File: config.mk
export PLATFORM = sky130hd
export DESIGN_NAME = brownout_release_seq
export DESIGN_NICKNAME = d
export VERILOG_FILES = /design/src/rtl/brs_pkg.sv /design/src/rtl/brs_timer.sv /design/src/rtl/brs_cfg.sv /design/src/rtl/brs_status.sv /design/src/rtl/brownout_release_seq.sv
export SDC_FILE = /design/constraint.sdc
export NUM_CORES = 1
export LEC_CHECK = 0
export BUFFER_PORTS_ARGS = -buffer_cell sky130_fd_sc_hd__clkbuf_2
export CAP_MARGIN = 20
export CORE_AREA = 2 2 96 98
export DETAILED_ROUTE_END_ITERATION = 16
export DIE_AREA = 0 0 98 100
export GPL_TIMING_DRIVEN = 0
export PLACE_DENSITY = 0.68
export SLEW_MARGIN = 20
export SYNTH_ARGS = -nofsm -noshare
export SYNTH_HDL_FRONTEND = slang
export SYNTH_SLANG_ARGS = --single-unit
File: constraint.sdc
create_clock -name clk -period 6.4 [get_ports clk]
set_clock_uncertainty 0.1 [all_clocks]
set_input_delay 1.92 -clock clk [delete_from_list [all_inputs] [get_ports clk]]
set_output_delay 1.92 -clock clk [all_outputs]
set_load 0.02 [all_outputs]
File: src/rtl/brs_pkg.sv
package brs_pkg;

  typedef enum logic [1:0] {
    ST_RSTA  = 2'd0,
    ST_REGUP = 2'd1,
    ST_QUAL  = 2'd2,
    ST_RUN   = 2'd3
  } seq_state_t;

  // crystal: source uses the primary oscillator and the mode is a crystal mode
  function automatic logic is_crystal(input logic [2:0] sel, input logic [1:0] mode);
    return (sel[2:1] == 2'b01) && !mode[1];
  endfunction

endpackage

File: src/rtl/brs_timer.sv
module brs_timer #(
  parameter int W = 8
) (
  input  logic         clk,
  input  logic         rst,
  input  logic         arm_i,
  input  logic         tick_i,
  input  logic [W-1:0] limit_i,
  output logic         done_o
);

  logic [W-1:0] cnt_q;

  always_ff @(posedge clk) begin
    if (rst || !arm_i) begin
      cnt_q <= '0;
    end else if (tick_i && (cnt_q < limit_i)) begin
      cnt_q <= cnt_q + 1'b1;
    end
  end

  assign done_o = arm_i && (cnt_q >= limit_i);

  AST_TMR_BOUND: assert property (@(posedge clk) disable iff (rst) (arm_i && $past(arm_i) && $past(limit_i) == limit_i) |-> cnt_q <= limit_i);

endmodule

File: src/rtl/brs_cfg.sv
module brs_cfg
  import brs_pkg::*;
#(
  parameter int MS_CYC   = 50000,
  parameter int FSCM_CYC = 5000,
  parameter int OST_CNT  = 1024,
  parameter int PW       = 24,
  parameter int OW       = 11
) (
  input  logic          clk,
  input  logic          rst,
  input  logic          capture_i,
  input  logic [2:0]    osc_sel_i,
  input  logic [1:0]    pri_mode_i,
  input  logic          pll_use_i,
  input  logic [2:0]    pwrt_sel_i,
  output logic [4:0]    clk_src_o,
  output logic          pll_use_o,
  output logic [OW-1:0] ost_lim_o,
  output logic [PW-1:0] pwr_lim_o
);

  logic          xtal;
  logic [PW-1:0] pwr_lim_n;

  assign xtal = is_crystal(osc_sel_i, pri_mode_i);

  always_comb begin
    if (pwrt_sel_i != 3'd0) begin
      pwr_lim_n = PW'(MS_CYC) << pwrt_sel_i;
    end else if (xtal) begin
      pwr_lim_n = PW'(FSCM_CYC);
    end else begin
      pwr_lim_n = '0;
    end
  end

  always_ff @(posedge clk) begin
    if (rst) begin
      clk_src_o <= '0;
      pll_use_o <= 1'b0;
      ost_lim_o <= '0;
      pwr_lim_o <= '0;
    end else if (capture_i) begin
      clk_src_o <= {osc_sel_i, pri_mode_i};
      pll_use_o <= pll_use_i;
      ost_lim_o <= xtal ? OW'(OST_CNT) : '0;
      pwr_lim_o <= pwr_lim_n;
    end
  end

  AST_SRC_HELD: assert property (@(posedge clk) disable iff (rst) !$past(capture_i) |-> $stable(clk_src_o));

endmodule

File: src/rtl/brs_status.sv
module brs_status (
  input  logic       clk,
  input  logic       rst,
  input  logic       bor_i,
  input  logic       por_i,
  input  logic [1:0] clr_i,
  output logic       bor_stat_o,
  output logic       por_stat_o
);

  always_ff @(posedge clk) begin
    if (rst) begin
      bor_stat_o <= 1'b0;
      por_stat_o <= 1'b0;
    end else begin
      if (por_i) begin
        bor_stat_o <= 1'b0;
      end else if (bor_i) begin
        bor_stat_o <= 1'b1;
      end else if (clr_i[0]) begin
        bor_stat_o <= 1'b0;
      end
      if (por_i) begin
        por_stat_o <= 1'b1;
      end else if (clr_i[1]) begin
        por_stat_o <= 1'b0;
      end
    end
  end

  AST_BOR_STICKY: assert property (@(posedge clk) disable iff (rst) (bor_stat_o && !clr_i[0] && !por_i) |=> bor_stat_o);
  AST_POR_CLEARS: assert property (@(posedge clk) disable iff (rst) por_i |=> (por_stat_o && !bor_stat_o));

endmodule

File: src/rtl/brownout_release_seq.sv
module brownout_release_seq
  import brs_pkg::*;
#(
  parameter int REG_CYC  = 1000,
  parameter int MS_CYC   = 50000,
  parameter int FSCM_CYC = 5000,
  parameter int OST_CNT  = 1024
) (
  input  logic       clk,
  input  logic       rst,
  input  logic       bor_i,
  input  logic       por_i,
  input  logic [2:0] osc_sel_i,
  input  logic [1:0] pri_mode_i,
  input  logic       pll_use_i,
  input  logic [2:0] pwrt_sel_i,
  input  logic       pll_lock_i,
  input  logic       osc_tick_i,
  input  logic [1:0] stat_clr_i,
  output logic       core_rst_o,
  output logic       clk_en_o,
  output logic [4:0] clk_src_o,
  output logic       bor_stat_o,
  output logic       por_stat_o,
  output logic [1:0] state_o
);

  localparam int RW = $clog2(REG_CYC + 2);
  localparam int PW = $clog2(MS_CYC * 128 + FSCM_CYC + 2);
  localparam int OW = $clog2(OST_CNT + 2);

  seq_state_t    state_q, state_n;
  logic          core_rst_q, clk_en_q;
  logic          reg_done, ost_done, pwr_done, clk_qual;
  logic          cfg_pll;
  logic [OW-1:0] ost_lim;
  logic [PW-1:0] pwr_lim;
  logic          event_seen;

  assign event_seen = bor_i || por_i;

  brs_cfg #(
    .MS_CYC  (MS_CYC),
    .FSCM_CYC(FSCM_CYC),
    .OST_CNT (OST_CNT),
    .PW      (PW),
    .OW      (OW)
  ) u_cfg (
    .clk       (clk),
    .rst       (rst),
    .capture_i (state_q == ST_RSTA),
    .osc_sel_i (osc_sel_i),
    .pri_mode_i(pri_mode_i),
    .pll_use_i (pll_use_i),
    .pwrt_sel_i(pwrt_sel_i),
    .clk_src_o (clk_src_o),
    .pll_use_o (cfg_pll),
    .ost_lim_o (ost_lim),
    .pwr_lim_o (pwr_lim)
  );

  brs_timer #(.W(RW)) u_reg_tmr (
    .clk    (clk),
    .rst    (rst),
    .arm_i  (state_q == ST_REGUP),
    .tick_i (1'b1),
    .limit_i(RW'(REG_CYC)),
    .done_o (reg_done)
  );

  brs_timer #(.W(OW)) u_ost_tmr (
    .clk    (clk),
    .rst    (rst),
    .arm_i  (state_q == ST_QUAL),
    .tick_i (osc_tick_i),
    .limit_i(ost_lim),
    .done_o (ost_done)
  );

  brs_timer #(.W(PW)) u_pwr_tmr (
    .clk    (clk),
    .rst    (rst),
    .arm_i  (state_q == ST_QUAL),
    .tick_i (1'b1),
    .limit_i(pwr_lim),
    .done_o (pwr_done)
  );

  brs_status u_status (
    .clk       (clk),
    .rst       (rst),
    .bor_i     (bor_i),
    .por_i     (por_i),
    .clr_i     (stat_clr_i),
    .bor_stat_o(bor_stat_o),
    .por_stat_o(por_stat_o)
  );

  assign clk_qual = ost_done && (!cfg_pll || pll_lock_i);

  always_comb begin
    state_n = state_q;
    unique case (state_q)
      ST_RSTA:  state_n = ST_REGUP;
      ST_REGUP: if (reg_done) state_n = ST_QUAL;
      ST_QUAL:  if (clk_qual && pwr_done) state_n = ST_RUN;
      default:  state_n = ST_RUN;
    endcase
    if (event_seen) state_n = ST_RSTA;
  end

  always_ff @(posedge clk) begin
    if (rst) begin
      state_q    <= ST_RSTA;
      core_rst_q <= 1'b1;
      clk_en_q   <= 1'b0;
    end else begin
      state_q    <= state_n;
      core_rst_q <= (state_n != ST_RUN);
      clk_en_q   <= (state_n == ST_RUN) || ((state_n == ST_QUAL) && clk_qual);
    end
  end

  assign core_rst_o = core_rst_q;
  assign clk_en_o   = clk_en_q;
  assign state_o    = state_q;

  AST_EVT_RESTART: assert property (@(posedge clk) disable iff (rst) event_seen |=> (state_o == 2'd0 && core_rst_o && !clk_en_o));
  AST_GATE_EARLY: assert property (@(posedge clk) disable iff (rst) (state_q == ST_RSTA || state_q == ST_REGUP) |-> !clk_en_o);
  AST_REL_COND: assert property (@(posedge clk) disable iff (rst) (state_q == ST_RUN && $past(state_q) != ST_RUN) |-> ($past(state_q) == ST_QUAL && $past(ost_done) && $past(pwr_done)));
  AST_PLL_LOCK: assert property (@(posedge clk) disable iff (rst) ($rose(clk_en_o) && cfg_pll && $past(state_q) == ST_QUAL) |-> $past(pll_lock_i));
  AST_RUN_OPEN: assert property (@(posedge clk) disable iff (rst) (state_q == ST_RUN) |-> (clk_en_o && !core_rst_o));

endmodule

# ---- Word level (Yosys, flattened, before mapping)
# Index checks and enable logic that the tools add are counted.
dict set report totals {
  regBits 90
  input_bits 17
}
dict set report classes {
  add_sub_neg 3
  n_lt_le_gt_ge 6
  n_eq_ne 6
  n_shift 1
  n_mux 11
  reduce_logical 22
}
# cell count
set op_table {}
lappend op_table {{$add 23x1->23 const B} 1}
lappend op_table {{$ge 23x23->1} 1}
lappend op_table {{$lt 23x23->1} 1}
lappend op_table {{$mux 23} 1}
lappend op_table {{$shl 16x3->23 const A} 1}
lappend op_table {{$mux 13} 1}
lappend op_table {{$add 11x1->11 const B} 1}
lappend op_table {{$ge 11x11->1} 1}
lappend op_table {{$lt 11x11->1} 1}
lappend op_table {{$mux 11} 1}
lappend op_table {{$add 10x1->10 const B} 1}
lappend op_table {{$ge 10x10->1 const B} 1}
lappend op_table {{$lt 10x10->1 const B} 1}
lappend op_table {{$logic_and 1x1->1} 8}
lappend op_table {{$eq 2x2->1 const B} 3}
lappend op_table {{$mux 2} 3}
lappend op_table {{$pmux 2 s3} 1}
lappend op_table {{$logic_or 1x1->1} 5}
lappend op_table {{$eq 2x1->1 const B} 2}
lappend op_table {{$logic_not 1->1} 4}
lappend op_table {{$mux 1} 4}
lappend op_table {{$reduce_bool 2->1} 2}
lappend op_table {{$reduce_bool 3->1} 1}
lappend op_table {{$logic_not 2->1} 1}
lappend op_table {{other kinds (2)} 2}

# ---- Depth between registers and ports, before layout
dict set report logic_depth {
  ltp_word 10
  mapped_depth 10
}

# ---- Hierarchy
# Synthesis repeated with hierarchy kept, for this count alone.
dict set report hier_totals {
  hier_cells 576
  area_unflattened_um2 4834.6
}
# mod instances cells_each area_per_inst_um2
set by_module_without_submodules {}
lappend by_module_without_submodules {{brs_timer at u_pwr_tmr} 1 217 1726.7}
lappend by_module_without_submodules {brs_cfg 1 133 1231.2}
lappend by_module_without_submodules {{brs_timer at u_ost_tmr} 1 102 828.3}
lappend by_module_without_submodules {{brs_timer at u_reg_tmr} 1 94 783.3}
lappend by_module_without_submodules {brownout_release_seq 1 22 181.4}
lappend by_module_without_submodules {brs_status 1 8 83.8}

# ---- Worst setup path before layout
# Ideal clock, no wire load.
dict set report synth_timing {
  path_kind {input to register}
  start {input port osc_tick_i}
  end {register u_ost_tmr.cnt_q[9]}
  setup_ps 70
  arrival_time_ps 2870
  required_time_ps 6230
  path_slack_ps 3359
  stages 5
  n_path_buf 1
  path_cell_list {and2_1 > clkbuf_1 > nand4_1 > or3_1 > a21oi_1}
}
dict set report synth_via {
  elab_chain_len 1
}
# element line_no
set synth_rtl {}
lappend synth_rtl {{start, declared} brownout_release_seq.sv:18} ;# input logic osc_tick_i,
lappend synth_rtl {{$logic_and 1x1->1} brs_timer.sv:17} ;# end else if (tick_i && (cnt_q < limit_i)) begin
lappend synth_rtl {{end signal, assigned} brs_timer.sv:18} ;# cnt_q <= cnt_q + 1'b1;
lappend synth_rtl {{end, declared} brs_timer.sv:12} ;# logic [W-1:0] cnt_q;
# Every way passes these cells.
# A chain may end at the register's enable or synchronous reset.

# ---- Worst setup path in the final report
dict set report layout_timing {
  start {input port rst}
  end {register u_pwr_tmr.cnt_q[0]}
}
dict set report layout_via {
  elab_chain_len 1
}
# element line_no
set layout_rtl {}
lappend layout_rtl {{start, declared} brownout_release_seq.sv:10} ;# input logic rst,
lappend layout_rtl {{$logic_or 1x1->1} brs_timer.sv:15} ;# if (rst || !arm_i) begin
lappend layout_rtl {{end signal, assigned} brs_timer.sv:18}
lappend layout_rtl {{end, declared} brs_timer.sv:12}
# Every way passes these cells.

==> summary.md <==
| Metric | Value |
|---|---|
| DR WL/cell | 14.48 um |
| GRT Overall Usage | about a fifth |
| Seq. cell area | approximately 0.0015 mm^2 |
| Final period utilization | between 50% and 60% |
| Hold_buf cts | 0 |
| Clock power frac | around two fifths |
| Startpoint Class | input pin |
| Flop2flop setup slack | 3.79 ns |
| Detail Route Antenna Nets | 0 |
| Most common cell after layout, fill and taps aside | dfxtp_1 |
| Sw frac | approximately a quarter |
| DRC viols | 0 |
| Asr flop ratio synth | 0% |
| Row cnt | 35 |
| Area growth syn-to-layout | 12.46% |
| Psw | 0.2511 mW |
| Status | complete, no violations |
| Max Fclk | between 300 and 400 MHz |
| GP Congestion | approximately 0.88 |
| Die X | between 90 and 100 um |
| P_int | 0.6911 mW |
| Pin count of the biggest net entering global routing | 16 |
| First-pass GRT wire length | approximately 15 mm |
| Post-Route WL | around 9.0 mm |
| DP HPWL | about 6.7 mm |
| Worst vdd ir | 0.1397 mV |
| Postcts setup bufs | 0 |
| Critical path fanouts, max | 10 |
| EDFF count, synth | 0 |
| Seq pwr share | approximately half |
| Later-pin clock latency in the skew report | 0.36 ns |
| Setup TNS | 0 ns |
| Vias in the first global route | between 3000 and 4000 |
| FF+latch count, synth | 75 |
| Initial antenna violation count | 0 |
| Critical Path RT | 6.53 ns |
| Clk Tree Root Cell | clkbuf_8 |
| Worst Path Arrival | 3.40 ns |
| # H-tree levels | 3 |
| Port bufs | 27 |
| CTS sink cnt | 75 |
| RSZ-0062 raised after global routing | false |
| Sequential element share of the synthesized area | around two fifths |
| Max-slew headroom | between 50 and 60% |
| Via count | 3360 |
| Final setup violation count | 0 |
| Top_reg_cell synth | dfxtp_1 |
| Die height | around 100 um |
| Maxcap violations | 0 |
| Remaining Overflow, GRT | 0 |
| Starting DRC count in detailed routing | approximately 130 |
| WS Path Type | in2reg |
| Final hold slack | approximately 0.36 ns |
| Synth Instances | around 470 |
| P_leak | 1.648 nW |
| Max Buffers Root-to-Sink | 2 |
| Drt first pass iters | 5 |
| Yosys warning total | 0 |
| Starting Density | between 40 and 50% |
| Routed vias/inst | around 5.4 |
| Unique masters post-synth | 54 |
| Fin. Hold Viols | 0 |
| P per Cell Area | 216.1 mW/mm^2 |
| Clock buffer count from CTS | 9 |
| Clock-pin transition on the worst setup and hold timing paths | ~0.09 ns |
| CTS resizes | 0 |
| Antenna Cells | 0 |
| Final net count | 551 |
| Top Ports | 28 |
| CTS tree | done |
| Die area | 0.009800 mm^2 |
| Worst-margin pin slew | 0.6263 ns |
| Syn Nets | roughly 510 |
| Comb power frac | under 10% |
| Filler Cells Inserted | 860 |
| Hold Crit Class | reg2reg |
| Layout cells sized above 1 | roughly an eighth |
| Slew Viols, Final | 0 |
| Core area | approximately 0.0089 mm^2 |
| Min Tclk post-route | around 3.3 ns |
| Avg Inst Size Synth | 8.336 um^2 |
| Commonest non-fill, non-tap cells in the layout | dfxtp_1, nand2_1, a21oi_1 |
| Area of the multi-input gates | roughly 0.0022 mm^2 |
| CP endpoint kind | flip-flop |
| Mapped Area | 0.003876 mm^2 |
==> cell families (layout without fill, tap and decap cells) <==
logic type | count (synthesis) | after routing | share of synthesized area, %
muxes | 4 | 4 | 1.033
and+or+nand+nor | 186 | 186 | 24.40
DFF | 75 | 75 | 38.73
adders and majority gates | 31 | 31 | 10.01
xor gates and xnor gates | 17 | 17 | 3.841
AOI/OAI and AO/OA | 100 | 100 | 16.62
buffers and inverters | 52 | 95 | 5.358
==> worst max-delay path: stages <==
cell and delay (ns):
clkbuf_2 0.14, or2_2 0.12, clkbuf_1 0.18, clkbuf_1 0.51, clkbuf_1 0.43, nor2_1 0.10
==> per-stage QoR <==
stage / instance area [um^2] / worst slack [ns] / utilization [%] / std cells / total power, mW
after floorplan: 3876 / 3.359 / - / 465 / 0.5431
after global placement: 4150 / 2.765 / 46.69 / 603 / 0.5658
final: 4359 / 3.127 / 49.04 / 619 / 0.9422
after CTS: 4359 / 3.122 / 49.04 / 619 / 0.9503
after global routing: 4359 / 2.993 / 49.04 / 619 / 0.9808
after detailed placement: 4150 / 2.739 / 46.69 / 603 / 0.5677
==> per-layer routing <==
metal,wire [um],share of wire (%),global-route usage (%)
met1,4222,47,25.80
met3,385,4.3,3.412
met2,4201,47,31.61
met5,0,0,0
met4,155,1.7,7.051
==> synthesized netlist by cell type (2+ instances only) <==
cell type	count	area, um^2
a211oi_1	3	22.52
a21oi_1	47	235.2
a221oi_1	4	35.03
a22oi_1	2	15.01
a311oi_1	3	26.28
a41oi_1	2	17.52
and2_1	6	37.54
and3_1	7	43.79
buf_1	4	15.01
clkbuf_1	14	52.55
dfxtp_1	75	1501
ha_1	31	387.9
inv_1	31	116.4
mux2i_1	4	40.04
nand2_1	56	210.2
nand2b_1	2	12.51
nand3_1	15	75.07
nand4_1	11	68.82
nor2_1	43	161.4
nor2b_1	4	25.02
nor3_1	5	25.02
nor4_1	2	12.51
nor4_2	2	25.02
o211a_1	2	20.02
o211ai_1	4	30.03
o21a_1	2	15.01
o21ai_0	14	70.07
o21ai_1	2	10.01
o31ai_1	5	37.54
or2_2	6	37.54
or3_1	14	87.58
or4_1	6	45.04
xnor2_1	7	61.31
xor2_1	10	87.58
==> path summary, 6_finish.rpt <==
kind                       startpoint  cells after the start            endpoint
hold reg to reg    u_cfg.clk_src_o[0]                      2  u_cfg.clk_src_o[0]
setup / recovery                  rst                      6  u_pwr_tmr.cnt_q[0]
hold / removal     u_cfg.clk_src_o[0]                      2  u_cfg.clk_src_o[0]
setup reg to reg  u_cfg.pwr_lim_o[20]                     10  u_pwr_tmr.cnt_q[1]
==> registers in the layout, summed over array words and instances (netlist names) <==
name                 count
core_rst_o               1
clk_en_o                 1
u_status.bor_stat_o      1
u_reg_tmr.cnt_q         10
u_cfg.clk_src_o          5
u_cfg.ost_lim_o          1
u_status.por_stat_o      1
u_pwr_tmr.cnt_q         23
u_ost_tmr.cnt_q         11
u_cfg.pll_use_o          1
state_o                  2
u_cfg.pwr_lim_o         18
==> layout make-up <==
class / instances / share of cell area (%)
Buffer: 21 / 2.095
Clock buffer: 9 / 2.842
Sequential cell: 75 / 34.44
Inverter: 31 / 2.669
Clock inverter: 7 / 1.952
Tap cell: 111 / 3.186
Timing Repair Buffer: 27 / 3.100
Multi-Input combinational cell: 338 / 49.71
==> power by group through the flow <==
stage	clock [mW]	combinational, mW	sequential [mW]
5_1_grt	0.412	0.0853	0.483
4_1_cts	0.393	0.0756	0.482
2_1_floorplan	0	0.0482	0.495
3_3_place_gp	0	0.0736	0.492
3_5_place_dp	0	0.0751	0.493
6_report	0.385	0.0752	0.482
(Power assumes the default switching activity.)
